`src/rtl/vtg_pkg.sv`:
```
package vtg_pkg;
   typedef enum logic [3:0] {
      RA_HACT   = 4'd0,
      RA_HBLANK = 4'd1,
      RA_HFP    = 4'd2,
      RA_HSYNC  = 4'd3,
      RA_VACT   = 4'd4,
      RA_VBLANK = 4'd5,
      RA_VFP    = 4'd6,
      RA_VSYNC  = 4'd7,
      RA_FIRST  = 4'd8,
      RA_CTRL   = 4'd9,
      RA_VALID  = 4'd10
   } reg_addr_e;

   localparam int unsigned NUM_FIELDS = 10;
   localparam int unsigned CTRL_ILACE = 0;
   localparam int unsigned CTRL_SEQ   = 1;
endpackage

```
`src/rtl/vtg_regfile.sv`:
```
module vtg_regfile
   import vtg_pkg::*;
#(
   parameter int unsigned CW = 12,
   parameter int unsigned AW = 4
) (
   input  logic                              clk,
   input  logic                              rst_n,
   input  logic                              we,
   input  logic [AW-1:0]                     addr,
   input  logic [CW-1:0]                     wdata,
   output logic [NUM_FIELDS-1:0][CW-1:0]     staged,
   output logic                              valid_q,
   output logic                              staged_ok
);
   localparam logic [AW-1:0] VALID_A = AW'(RA_VALID);
   localparam logic [AW-1:0] LAST_A  = AW'(NUM_FIELDS);

   always_ff @(posedge clk or negedge rst_n) begin
      if (!rst_n) begin
         staged <= '0;
      end else if (we) begin
         for (int i = 0; i < int'(NUM_FIELDS); i++) begin
            if (addr == AW'(i)) staged[i] <= wdata;
         end
      end
   end

   // Commit flag: cleared by any field write, set only by its own address
   always_ff @(posedge clk or negedge rst_n) begin
      if (!rst_n)                         valid_q <= 1'b0;
      else if (we && addr == VALID_A)     valid_q <= wdata[0];
      else if (we && addr < LAST_A)       valid_q <= 1'b0;
   end

   // Interlaced modes are outside this generator and never commit
   assign staged_ok = valid_q && !staged[RA_CTRL][CTRL_ILACE];
endmodule

```
`src/rtl/vtg_scan.sv`:
```
module vtg_scan
   import vtg_pkg::*;
#(
   parameter int unsigned CW     = 12,
   parameter int unsigned PLANES = 3,
   parameter int unsigned PW     = 2
) (
   input  logic                              clk,
   input  logic                              rst_n,
   input  logic [NUM_FIELDS-1:0][CW-1:0]     staged,
   input  logic                              staged_ok,
   output logic                              running,
   output logic [NUM_FIELDS-1:0][CW-1:0]     cur,
   output logic [CW:0]                       hcnt,
   output logic [CW:0]                       vcnt,
   output logic [PW-1:0]                     pcnt
);
   localparam int unsigned TW = CW + 1;

   logic [TW-1:0] htot, vtot;
   logic          seq, last_p, last_h, last_v, frame_end, load;

   assign htot   = {1'b0, cur[RA_HACT]} + {1'b0, cur[RA_HBLANK]};
   assign vtot   = {1'b0, cur[RA_VACT]} + {1'b0, cur[RA_VBLANK]};
   assign seq    = cur[RA_CTRL][CTRL_SEQ];
   assign last_p = !seq || (pcnt == PW'(PLANES - 1));
   assign last_h = (hcnt == htot - TW'(1));
   assign last_v = (vcnt == vtot - TW'(1));
   assign frame_end = running && last_p && last_h && last_v;
   assign load      = staged_ok && (!running || frame_end);

   always_ff @(posedge clk or negedge rst_n) begin
      if (!rst_n) begin
         running <= 1'b0;
         cur     <= '0;
         hcnt    <= '0;
         vcnt    <= '0;
         pcnt    <= '0;
      end else if (load) begin
         running <= 1'b1;
         cur     <= staged;
         hcnt    <= '0;
         vcnt    <= '0;
         pcnt    <= '0;
      end else if (running) begin
         if (!last_p) begin
            pcnt <= pcnt + PW'(1);
         end else begin
            pcnt <= '0;
            if (!last_h) begin
               hcnt <= hcnt + TW'(1);
            end else begin
               hcnt <= '0;
               vcnt <= last_v ? '0 : vcnt + TW'(1);
            end
         end
      end
   end
endmodule

```
`src/rtl/vtg_decode.sv`:
```
module vtg_decode
   import vtg_pkg::*;
#(
   parameter int unsigned CW     = 12,
   parameter int unsigned PLANES = 3,
   parameter int unsigned PW     = 2
) (
   input  logic                              running,
   input  logic [NUM_FIELDS-1:0][CW-1:0]     cur,
   input  logic [CW:0]                       hcnt,
   input  logic [CW:0]                       vcnt,
   input  logic [PW-1:0]                     pcnt,
   output logic                              hsync,
   output logic                              vsync,
   output logic                              de,
   output logic                              sol,
   output logic                              sof,
   output logic [PW-1:0]                     plane_idx
);
   localparam int unsigned TW = CW + 1;

   logic [TW-1:0] hact, vact, first, vtot, vpos;
   logic [TW-1:0] hs_on, hs_off, vs_on, vs_off;

   assign hact   = {1'b0, cur[RA_HACT]};
   assign vact   = {1'b0, cur[RA_VACT]};
   assign first  = {1'b0, cur[RA_FIRST]};
   assign vtot   = vact + {1'b0, cur[RA_VBLANK]};
   // Line offset from the first active line, wrapped into the frame
   assign vpos   = (vcnt >= first) ? vcnt - first : vcnt + vtot - first;
   assign hs_on  = hact + {1'b0, cur[RA_HFP]};
   assign hs_off = hs_on + {1'b0, cur[RA_HSYNC]};
   assign vs_on  = vact + {1'b0, cur[RA_VFP]};
   assign vs_off = vs_on + {1'b0, cur[RA_VSYNC]};

   assign de    = running && (hcnt < hact) && (vpos < vact);
   assign hsync = running && (hcnt >= hs_on) && (hcnt < hs_off);
   assign vsync = running && (vpos >= vs_on) && (vpos < vs_off);
   assign sol   = running && (hcnt == '0) && (pcnt == '0);
   assign sof   = sol && (vcnt == '0);

   generate
      if (PLANES == 1) begin : g_single_plane
         assign plane_idx = '0;
      end else begin : g_multi_plane
         assign plane_idx = running ? pcnt : '0;
      end
   endgenerate
endmodule

```
`src/rtl/vtg_top.sv`:
```
module vtg_top
   import vtg_pkg::*;
#(
   parameter int unsigned CW     = 12,
   parameter int unsigned AW     = 4,
   parameter int unsigned PLANES = 3,
   localparam int unsigned PW    = (PLANES > 1) ? $clog2(PLANES) : 1
) (
   input  logic          clk,
   input  logic          rst_n,
   input  logic          reg_we,
   input  logic [AW-1:0] reg_addr,
   input  logic [CW-1:0] reg_wdata,
   output logic          hsync,
   output logic          vsync,
   output logic          de,
   output logic          sol,
   output logic          sof,
   output logic [PW-1:0] plane_idx
);
   generate
      if (AW < 4) begin : g_bad_aw
         $error("vtg_top: AW must reach address 10");
      end
      if (PLANES < 1) begin : g_bad_planes
         $error("vtg_top: PLANES must be at least 1");
      end
      if (CW < 2) begin : g_bad_cw
         $error("vtg_top: CW too narrow");
      end
   endgenerate

   logic [NUM_FIELDS-1:0][CW-1:0] staged, cur;
   logic                          valid_q, staged_ok, running;
   logic [CW:0]                   hcnt, vcnt;
   logic [PW-1:0]                 pcnt;

   vtg_regfile #(.CW(CW), .AW(AW)) u_regs (
      .clk(clk), .rst_n(rst_n), .we(reg_we), .addr(reg_addr), .wdata(reg_wdata),
      .staged(staged), .valid_q(valid_q), .staged_ok(staged_ok)
   );

   vtg_scan #(.CW(CW), .PLANES(PLANES), .PW(PW)) u_scan (
      .clk(clk), .rst_n(rst_n), .staged(staged), .staged_ok(staged_ok),
      .running(running), .cur(cur), .hcnt(hcnt), .vcnt(vcnt), .pcnt(pcnt)
   );

   vtg_decode #(.CW(CW), .PLANES(PLANES), .PW(PW)) u_dec (
      .running(running), .cur(cur), .hcnt(hcnt), .vcnt(vcnt), .pcnt(pcnt),
      .hsync(hsync), .vsync(vsync), .de(de), .sol(sol), .sof(sof),
      .plane_idx(plane_idx)
   );
endmodule

```
`config.mk`:
```
export PLATFORM = sky130hd
export DESIGN_NAME = vtg_top
export DESIGN_NICKNAME = d
export VERILOG_FILES = /design/src/rtl/vtg_pkg.sv /design/src/rtl/vtg_regfile.sv /design/src/rtl/vtg_scan.sv /design/src/rtl/vtg_decode.sv /design/src/rtl/vtg_top.sv
export SDC_FILE = /design/constraint.sdc
export NUM_CORES = 1
export LEC_CHECK = 0
export ABC_AREA = 0
export BUFFER_PORTS_ARGS = -buffer_cell sky130_fd_sc_hd__buf_4
export CORE_MARGIN = 4
export CORE_UTILIZATION = 62
export CTS_CLUSTER_SIZE = 30
export DETAILED_ROUTE_END_ITERATION = 16
export PLACE_DENSITY_LB_ADDON = 0.25
export SYNTH_ARGS = -nofsm -noshare
export SYNTH_HDL_FRONTEND = slang
export SYNTH_HIERARCHICAL = 1
export SYNTH_SLANG_ARGS = --single-unit
```
`constraint.sdc`:
```
create_clock -name clk -period 6.6 [get_ports clk]
set_input_delay 1.32 -clock clk [delete_from_list [all_inputs] [get_ports clk]]
set_output_delay 1.32 -clock clk [all_outputs]
set_load 0.05 [all_outputs]
```
==> results of run 1 <==
-- critical path, cell delays in order, from the launching register on --
cell,delay (ns)
dfrtp_1,0.37
buf_4,0.12
buf_4,0.13
inv_1,0.08
fa_2,0.62
inv_1,0.06
ha_1,0.26
a21o_1,0.19
a21oi_2,0.21
o21ai_1,0.11
a21oi_2,0.18
nor2b_1,0.09
o21ai_0,0.17
nand2b_1,0.10
xnor2_1,0.20
ha_1,0.27
nor2b_1,0.13
o21ai_1,0.13
nand2b_1,0.09
a21oi_2,0.17
nand4_1,0.11
and3_4,0.18
maj3_2,0.32
a211oi_4,0.29
buf_6,0.20
-- metal layers --
metal	global-route usage (%)	vias to the layer above	wire length [um]
li1	-	6075	-
met1	38.82	6344	20330
met2	40.25	339	19000
met3	4.931	57	2545
met4	5.852	0	869
met5	0	-	0
-- final timing paths --
check	start	to	slack (ns)	cells past startpoint
max	u_scan/cur[49]	vsync	-0.08	24
max in group asynchronous	rst_n	u_regs/staged[44]	4.60	2
min	u_regs/staged[48]	u_scan/cur[48]	0.49	1
max reg2reg	u_scan/cur[49]	u_scan/cur[40]	1.65	17
min in group asynchronous	rst_n	u_scan/cur[70]	0.79	1
min reg2reg	u_regs/staged[48]	u_scan/cur[48]	0.49	1
-- layout by cell type, fill, tap and decap left out, types with 44 or more instances in the layout --
master   count
dfrtp_1    248
inv_1      226
ha_1       184
mux2_4     110
mux2_2     103
nor2_1      73
nand2_1     72
a21oi_1     57
xnor2_1     55
buf_4       54
xor2_1      49
o21ai_0     44
-- flip-flops by register name, summed over array words and instances (netlist names) --
signal and flops:
u_regs/staged 110, u_regs/valid_q 1, u_scan/cur 109, u_scan/hcnt 13
u_scan/pcnt 2, u_scan/running 1, u_scan/vcnt 13
-- cell type report --
type	instances	area, um2	area share, %
diodes	1	2.502	0.01257
clock buffers	34	742.0	3.727
clock inverters	15	221.5	1.112
inverters	229	859.6	4.317
multi-input cells	1194	10890	54.69
flip-flops and latches	249	6232	31.30
well taps	384	480.5	2.413
repair buffers	59	483.0	2.426
-- stage by stage --
step / setup WS [ns] / setup TNS (ns) / utilization [%] / hold WS [ns] / std cells
after floorplan: 0.2266 / 0 / - / 0.4585 / 1727
after global placement: 0.2337 / 0 / 64.71 / 0.4677 / 2101
after detailed placement: 0.1728 / 0 / 64.71 / 0.4760 / 2101
after CTS: -0.03402 / -0.03402 / 68.57 / 0.4909 / 2159
after global routing: -0.3364 / -0.8577 / 68.99 / 0.5032 / 2164
final: -0.07554 / -0.1305 / 68.99 / 0.4907 / 2165
-- repair_timing --
action	4_1_cts	5_1_grt
buffers inserted	9	6
endpoints found under the hold margin	0	0
endpoints found under the setup margin	3	3
pin swaps	19	15
gates resized for setup	22	15
==> flow_summary.ini, run 1 <==
[min_path]
hold_path.class = flop to flop

[cells_and_area]
n_fill_cell = 2179
areaGrowthSynthToFinish_pct = 9.000
drive_above_1_share_pct = 21.74
fin_nets = 2000
design_area_mm2 = 0.01991

[yosys]
syn_avg_cell_area_um2 = 10.58
ys.warnings.count = 6
syn_area_mm2 = 0.01827
synth_nets = 1967
synth_cells = 1727

[place]
port_buffers = 25
post_dp_cell_area_mm2 = 0.01867
globalplace.congestion = 0.9019
dp_hpwl_um = 31240

[critical_path]
required_ns = 5.28
worstPathArrival_ns = 5.36
path_class = flop to primary output
worstPathMaxFanout = 4
cp-start-kind = flop
cp-end-kind = primary output

[route]
antenna_left = 0
drt-initial-drc-count = 969
drc = 0
vias = 12820
post_drt_wl_per_cell_um = 19.74
viasPerCell = 5.919
firstDrtPassIters = 5
totalWireLength_um = 42740

[floorplan]
die_w_um = 179.6
start_util_pct = 63.30
die_h_um = 179.6
num_rows = 62
core_mm2 = 0.02886
die_area_mm2 = 0.03227
io_pins = 26

[sta]
timing.final.max_slew_violations = 0
slew_headroom_pct = 17.12
finalSetupViolCount = 2
fin_ws_ns = -0.07554
timing.fmax_ghz = 0.1498
rsz0062_at_grt = true
hold_viol = 0
finClkSkew_ns = 0.01738
worst_pin_slew_ns = 1.239
fin_crit_ns = 6.676
finalCritPeriodShare_pct = 101.1

[global_routing]
antenna_found_initial = 0
first_global_vias = 12960
grtUsageTotal_pct = 26.14
grt_max_degree = 150
grt_pass1_wl_um = 69210
grt-ovfl-total = 0

[cts]
cts_tree = done
cts_root_buffer = clkbuf_16
cts_max_path_buffers = 3
cts.sinks = 249
postCtsHoldBufs = 0
clock_latency_ns = 0.56
htreeDepth = 1
clk_pin_slew_ns = 0.06
cts_buffers = 27

[job]
maxCapViolations = 0

[status]
violations = negative setup slack
run_status = finished with violations
Power of run 1 is not shown: default switching activity piles up to over one toggle a cycle in this logic, so the estimate is an artifact.
==> run 2: changes to the inputs <==
--- a/config.mk
+++ b/config.mk
@@ -11,6 +11,7 @@
 export CORE_UTILIZATION = 62
 export CTS_CLUSTER_SIZE = 30
 export DETAILED_ROUTE_END_ITERATION = 16
+export GPL_TIMING_DRIVEN = 0
 export PLACE_DENSITY_LB_ADDON = 0.25
 export SYNTH_ARGS = -nofsm -noshare
 export SYNTH_HDL_FRONTEND = slang
==> flow_summary.ini, run 2 (same netlist as run 1, synthesis figures left out) <==
[sta]
fin_ws_ns = -0.2193
timing.fmax_ghz = 0.1466
rsz0062_at_grt = true
fin_crit_ns = 6.819
timing.final.max_slew_violations = 0
finClkSkew_ns = 0.01179
finalSetupViolCount = 2
hold_viol = 0
finalCritPeriodShare_pct = 103.3
slew_headroom_pct = 29.44
worst_pin_slew_ns = 1.058

[route]
firstDrtPassIters = 5
viasPerCell = 5.876
vias = 12900
wl_met3_um = 2174
wl_met1_um = 20240
antenna_left = 0
highest-signal-layer = met4
met2_length_um = 19490
totalWireLength_um = 42990
drt-initial-drc-count = 1004
post_drt_wl_per_cell_um = 19.58
drc = 0

[cts]
cts_buffers = 27
htreeDepth = 1
cts.sinks = 249
cts_root_buffer = clkbuf_16
clk_pin_slew_ns = 0.06
clock_latency_ns = 0.56
cts_tree = done
cts_max_path_buffers = 3
postCtsHoldBufs = 0

[cells_and_area]
design_area_mm2 = 0.02011
drive_above_1_share_pct = 21.36
areaGrowthSynthToFinish_pct = 10.09
fin_nets = 2034
largest-register = u_regs/staged
layout.cells.most_common = dfrtp_1
mostFrequentLayoutCells = 246 x dfrtp_1, 227 x inv_1, 185 x ha_1
diodes = 0
n_fill_cell = 2149
largest_reg_flops = 110
reg_top3 = u_regs/staged (110), u_scan/cur (109)

[critical_path]
worstPathMaxFanout = 3
path_class = flop to primary output
worstPathArrival_ns = 5.50
crit_path_top_delay_cell = fa_1
cp-end-kind = primary output
path_buf_inv = 3
required_ns = 5.28
crit_path_start = u_scan/cur[50]
cp_top_family = adder cells
crit_chain = fa_1 -> inv_1 -> fa_1 -> inv_1 -> ha_1 -> a211oi_2 -> o21bai_1 -> a21oi_1 -> xnor2_1 -> nor2_1 -> a21oi_2 -> ha_1 -> a21oi_1 -> nor2b_1 -> o21ai_1 -> nand2b_1 -> a21oi_2 -> nand4_1 -> and3_4 -> maj3_2 -> a211oi_4 -> buf_6
cp_slowest_stage_delay_ns = 0.54
r2r-start = u_scan/cur[49]
cp-start-kind = flop

[floorplan]
io_pins = 26
core_mm2 = 0.02886
num_rows = 62
die_h_um = 179.6
die_w_um = 179.6
die_area_mm2 = 0.03227
start_util_pct = 63.30

[global_routing]
first_global_vias = 13210
antenna_found_initial = 1
grt_pass1_wl_um = 69190
grtUsageTotal_pct = 26.38
grt-ovfl-total = 0
grt_max_degree = 112

[min_path]
hp-start = u_regs/staged[53]
hold_path.class = flop to flop

[place]
dp_hpwl_um = 31860
port_buffers = 14
globalplace.congestion = 0.9138
post_dp_cell_area_mm2 = 0.01892

[status]
violations = negative setup slack
run_status = finished with violations

[job]
maxCapViolations = 0
## run 2: path summary, 6_finish.rpt
path / end / slack, ns / cells after the start
hold / removal: u_scan/cur[53] / 0.49 / 1
setup / recovery: vsync / -0.22 / 22
min in group asynchronous: u_scan/hcnt[9] / 0.70 / 1
hold reg to reg: u_scan/cur[53] / 0.49 / 1
setup reg to reg: u_scan/cur[65] / 2.12 / 17
max in group asynchronous: u_scan/cur[87] / 4.63 / 3
## run 2: cell type report
type,count,area [um2],area share [%]
Clock inverter,11,163.9,0.8151
Clock buffer,36,719.4,3.578
Tap cell,384,480.5,2.389
Multi-Input combinational cell,1194,10860,53.99
Timing Repair Buffer,38,344.1,1.711
Sequential cell,249,6235,31.00
Buffer,55,449.2,2.234
Inverter,229,859.6,4.275
## run 2: repair_timing
action,4_1_cts,5_1_grt
pin swaps,24,13
gates cloned,0,0
buffers inserted,15,7
resized for setup,28,11
setup endpoints to repair,2,3
## run 2: layer usage
| metal | GRT usage, % | vias up |
|---|---|---|
| met5 | 0 | - |
| met4 | 7.162 | 0 |
| met3 | 3.092 | 66 |
| met2 | 42.21 | 332 |
| met1 | 38.45 | 6374 |
| li1 | - | 6131 |
## run 2: per-stage QoR
step	TNS, ns	hold WS (ns)	instances	worst slack, ns	utilization, %
after floorplan	0	0.4585	1727	0.2266	-
after global placement	-0.1437	0.4653	2125	-0.1242	65.34
after detailed placement	-0.2520	0.4763	2127	-0.2128	65.56
after CTS	-0.2384	0.4918	2189	-0.1567	69.37
after global routing	-1.047	0.5031	2196	-0.5781	69.68
final	-0.2703	0.4907	2196	-0.2193	69.68
Power of run 2 is left out for the same reason.
==> run 3: changes to the inputs <==
--- a/config.mk
+++ b/config.mk
@@ -9,6 +9,7 @@
 export BUFFER_PORTS_ARGS = -buffer_cell sky130_fd_sc_hd__buf_4
 export CORE_MARGIN = 4
 export CORE_UTILIZATION = 62
+export CTS_BUF_LIST = sky130_fd_sc_hd__clkbuf_2
 export CTS_CLUSTER_SIZE = 30
 export DETAILED_ROUTE_END_ITERATION = 16
 export GPL_TIMING_DRIVEN = 0
==> flow_summary.ini, run 3 (same netlist as run 1, synthesis figures left out) <==
[route]
post_drt_wl_per_cell_um = 19.10
drt-initial-drc-count = 902
firstDrtPassIters = 6
drc = 0
antenna_left = 0
totalWireLength_um = 43440
vias = 13210
viasPerCell = 5.810

[global_routing]
grtUsageTotal_pct = 26.67
grt_max_degree = 112
grt_pass1_wl_um = 70010
first_global_vias = 13600
antenna_found_initial = 2
grt-ovfl-total = 0

[job]
maxCapViolations = 0

[critical_path]
required_ns = 5.28
crit_chain = fa_1 -> inv_1 -> fa_1 -> inv_1 -> ha_1 -> a211oi_2 -> o21bai_1 -> a21oi_1 -> xnor2_1 -> nor2_1 -> a21oi_2 -> ha_1 -> a21oi_1 -> nor2b_1 -> o21ai_1 -> nand2b_1 -> a21oi_2 -> nand4_1 -> and3_4 -> maj3_2 -> a211oi_4 -> buf_6
cp-end-kind = primary output
worstPathArrival_ns = 5.78
cp-start-kind = flop
crit_path_top_delay_cell = fa_1
cp_slowest_stage_delay_ns = 0.54
cp_top_family = adder cells
worstPathMaxFanout = 3
path_buf_inv = 3
path_class = flop to primary output

[status]
violations = negative setup slack
run_status = finished with violations

[cells_and_area]
largest_reg_flops = 110
mostFrequentLayoutCells = 246 x dfrtp_1, 226 x inv_1, 184 x ha_1
areaGrowthSynthToFinish_pct = 9.604
drive_above_1_share_pct = 25.83
largest-register = u_regs/staged
fin_nets = 2094
layout.cells.most_common = dfrtp_1
n_fill_cell = 2197
reg_top3 = u_regs/staged (110), u_scan/cur (109)

[cts]
cts_tree = done
clock_latency_ns = 0.83
cts.sinks = 249
clk_pin_slew_ns = 0.10
cts_root_buffer = clkbuf_2
cts_max_path_buffers = 3
cts_buffers = 68
htreeDepth = 3

[sta]
finalCritPeriodShare_pct = 107.6
finClkSkew_ns = 0.1061
fin_crit_ns = 7.104
fin_ws_ns = -0.5043
rsz0062_at_grt = true
timing.fmax_ghz = 0.1408
timing.final.max_slew_violations = 0
finalSetupViolCount = 2
slew_headroom_pct = 29.49
hold_viol = 0
holdWs_ns = 0.4092
worst_pin_slew_ns = 1.058

[place]
port_buffers = 14
globalplace.congestion = 0.9138
dp_hpwl_um = 31860

[floorplan]
die_w_um = 179.6
core_mm2 = 0.02886
num_rows = 62
start_util_pct = 63.30
die_area_mm2 = 0.03227
io_pins = 26
die_h_um = 179.6

[min_path]
hold_path.class = flop to flop
run 3: cell types whose count changed in the layout (fill, tap and decap cells not counted), moves of 5 or more:
cell / previous run / this run
clkbuf_2: 0 / 92
buf_4: 32 / 51
clkbuf_16: 27 / 0
clkinv_1: 0 / 7
a21oi_1: 63 / 55
clkinvlp_4: 6 / 1
a21oi_2: 6 / 14
clkbuf_1: 20 / 12
run 3: timing repair:
action,4_1_cts,5_1_grt
setup buffers,30,11
pin swaps,30,26
gates resized for setup,36,30
endpoints found under the setup margin,3,3
hold buffers,0,0
run 3: per-stage QoR:
| stage | TNS, ns | util (%) | cell area [um2] | setup WS [ns] | std cells |
|---|---|---|---|---|---|
| after floorplan | 0 | - | 18270 | 0.2266 | 1727 |
| after global placement | -0.1437 | 65.34 | 18860 | -0.1242 | 2125 |
| after detailed placement | -0.2520 | 65.56 | 18920 | -0.2128 | 2127 |
| after CTS | -0.8803 | 68.70 | 19820 | -0.5025 | 2262 |
| after global routing | -1.748 | 69.38 | 20020 | -0.8705 | 2274 |
| final | -0.8776 | 69.38 | 20020 | -0.5043 | 2274 |
run 3: final timing paths:
check | from | endpoint | slack (ns) | cells past startpoint
max | u_scan/cur[50] | vsync | -0.50 | 22
min | u_regs/staged[0] | u_scan/cur[0] | 0.41 | 1
max reg2reg | u_scan/cur[49] | u_scan/cur[62] | 2.05 | 17
min reg2reg | u_regs/staged[0] | u_scan/cur[0] | 0.41 | 1
max in group asynchronous | rst_n | u_scan/cur[25] | 4.84 | 3
min in group asynchronous | rst_n | u_regs/staged[4] | 0.44 | 1
run 3: area by class of cell:
| class | instances | area (um2) | share of cell area (%) |
|---|---|---|---|
| Clock inverter | 13 | 90.09 | 0.4500 |
| Clock buffer | 92 | 460.4 | 2.300 |
| Tap cell | 384 | 480.5 | 2.400 |
| Antenna cell | 1 | 2.502 | 0.01250 |
| Multi-Input combinational cell | 1194 | 10960 | 54.73 |
| Sequential cell | 249 | 6235 | 31.14 |
| Buffer | 55 | 449.2 | 2.244 |
| Inverter | 229 | 859.6 | 4.293 |
| Timing Repair Buffer | 57 | 486.7 | 2.431 |
run 3: metal layers:
metal,vias to the layer above,wire (um),global-route usage (%)
li1,6282,-,-
met1,6482,20090,38.52
met2,373,19520,41.68
met3,74,2756,4.810
met4,0,1068,7.528
met5,-,0,0
Power of run 3 is left out for the same reason.
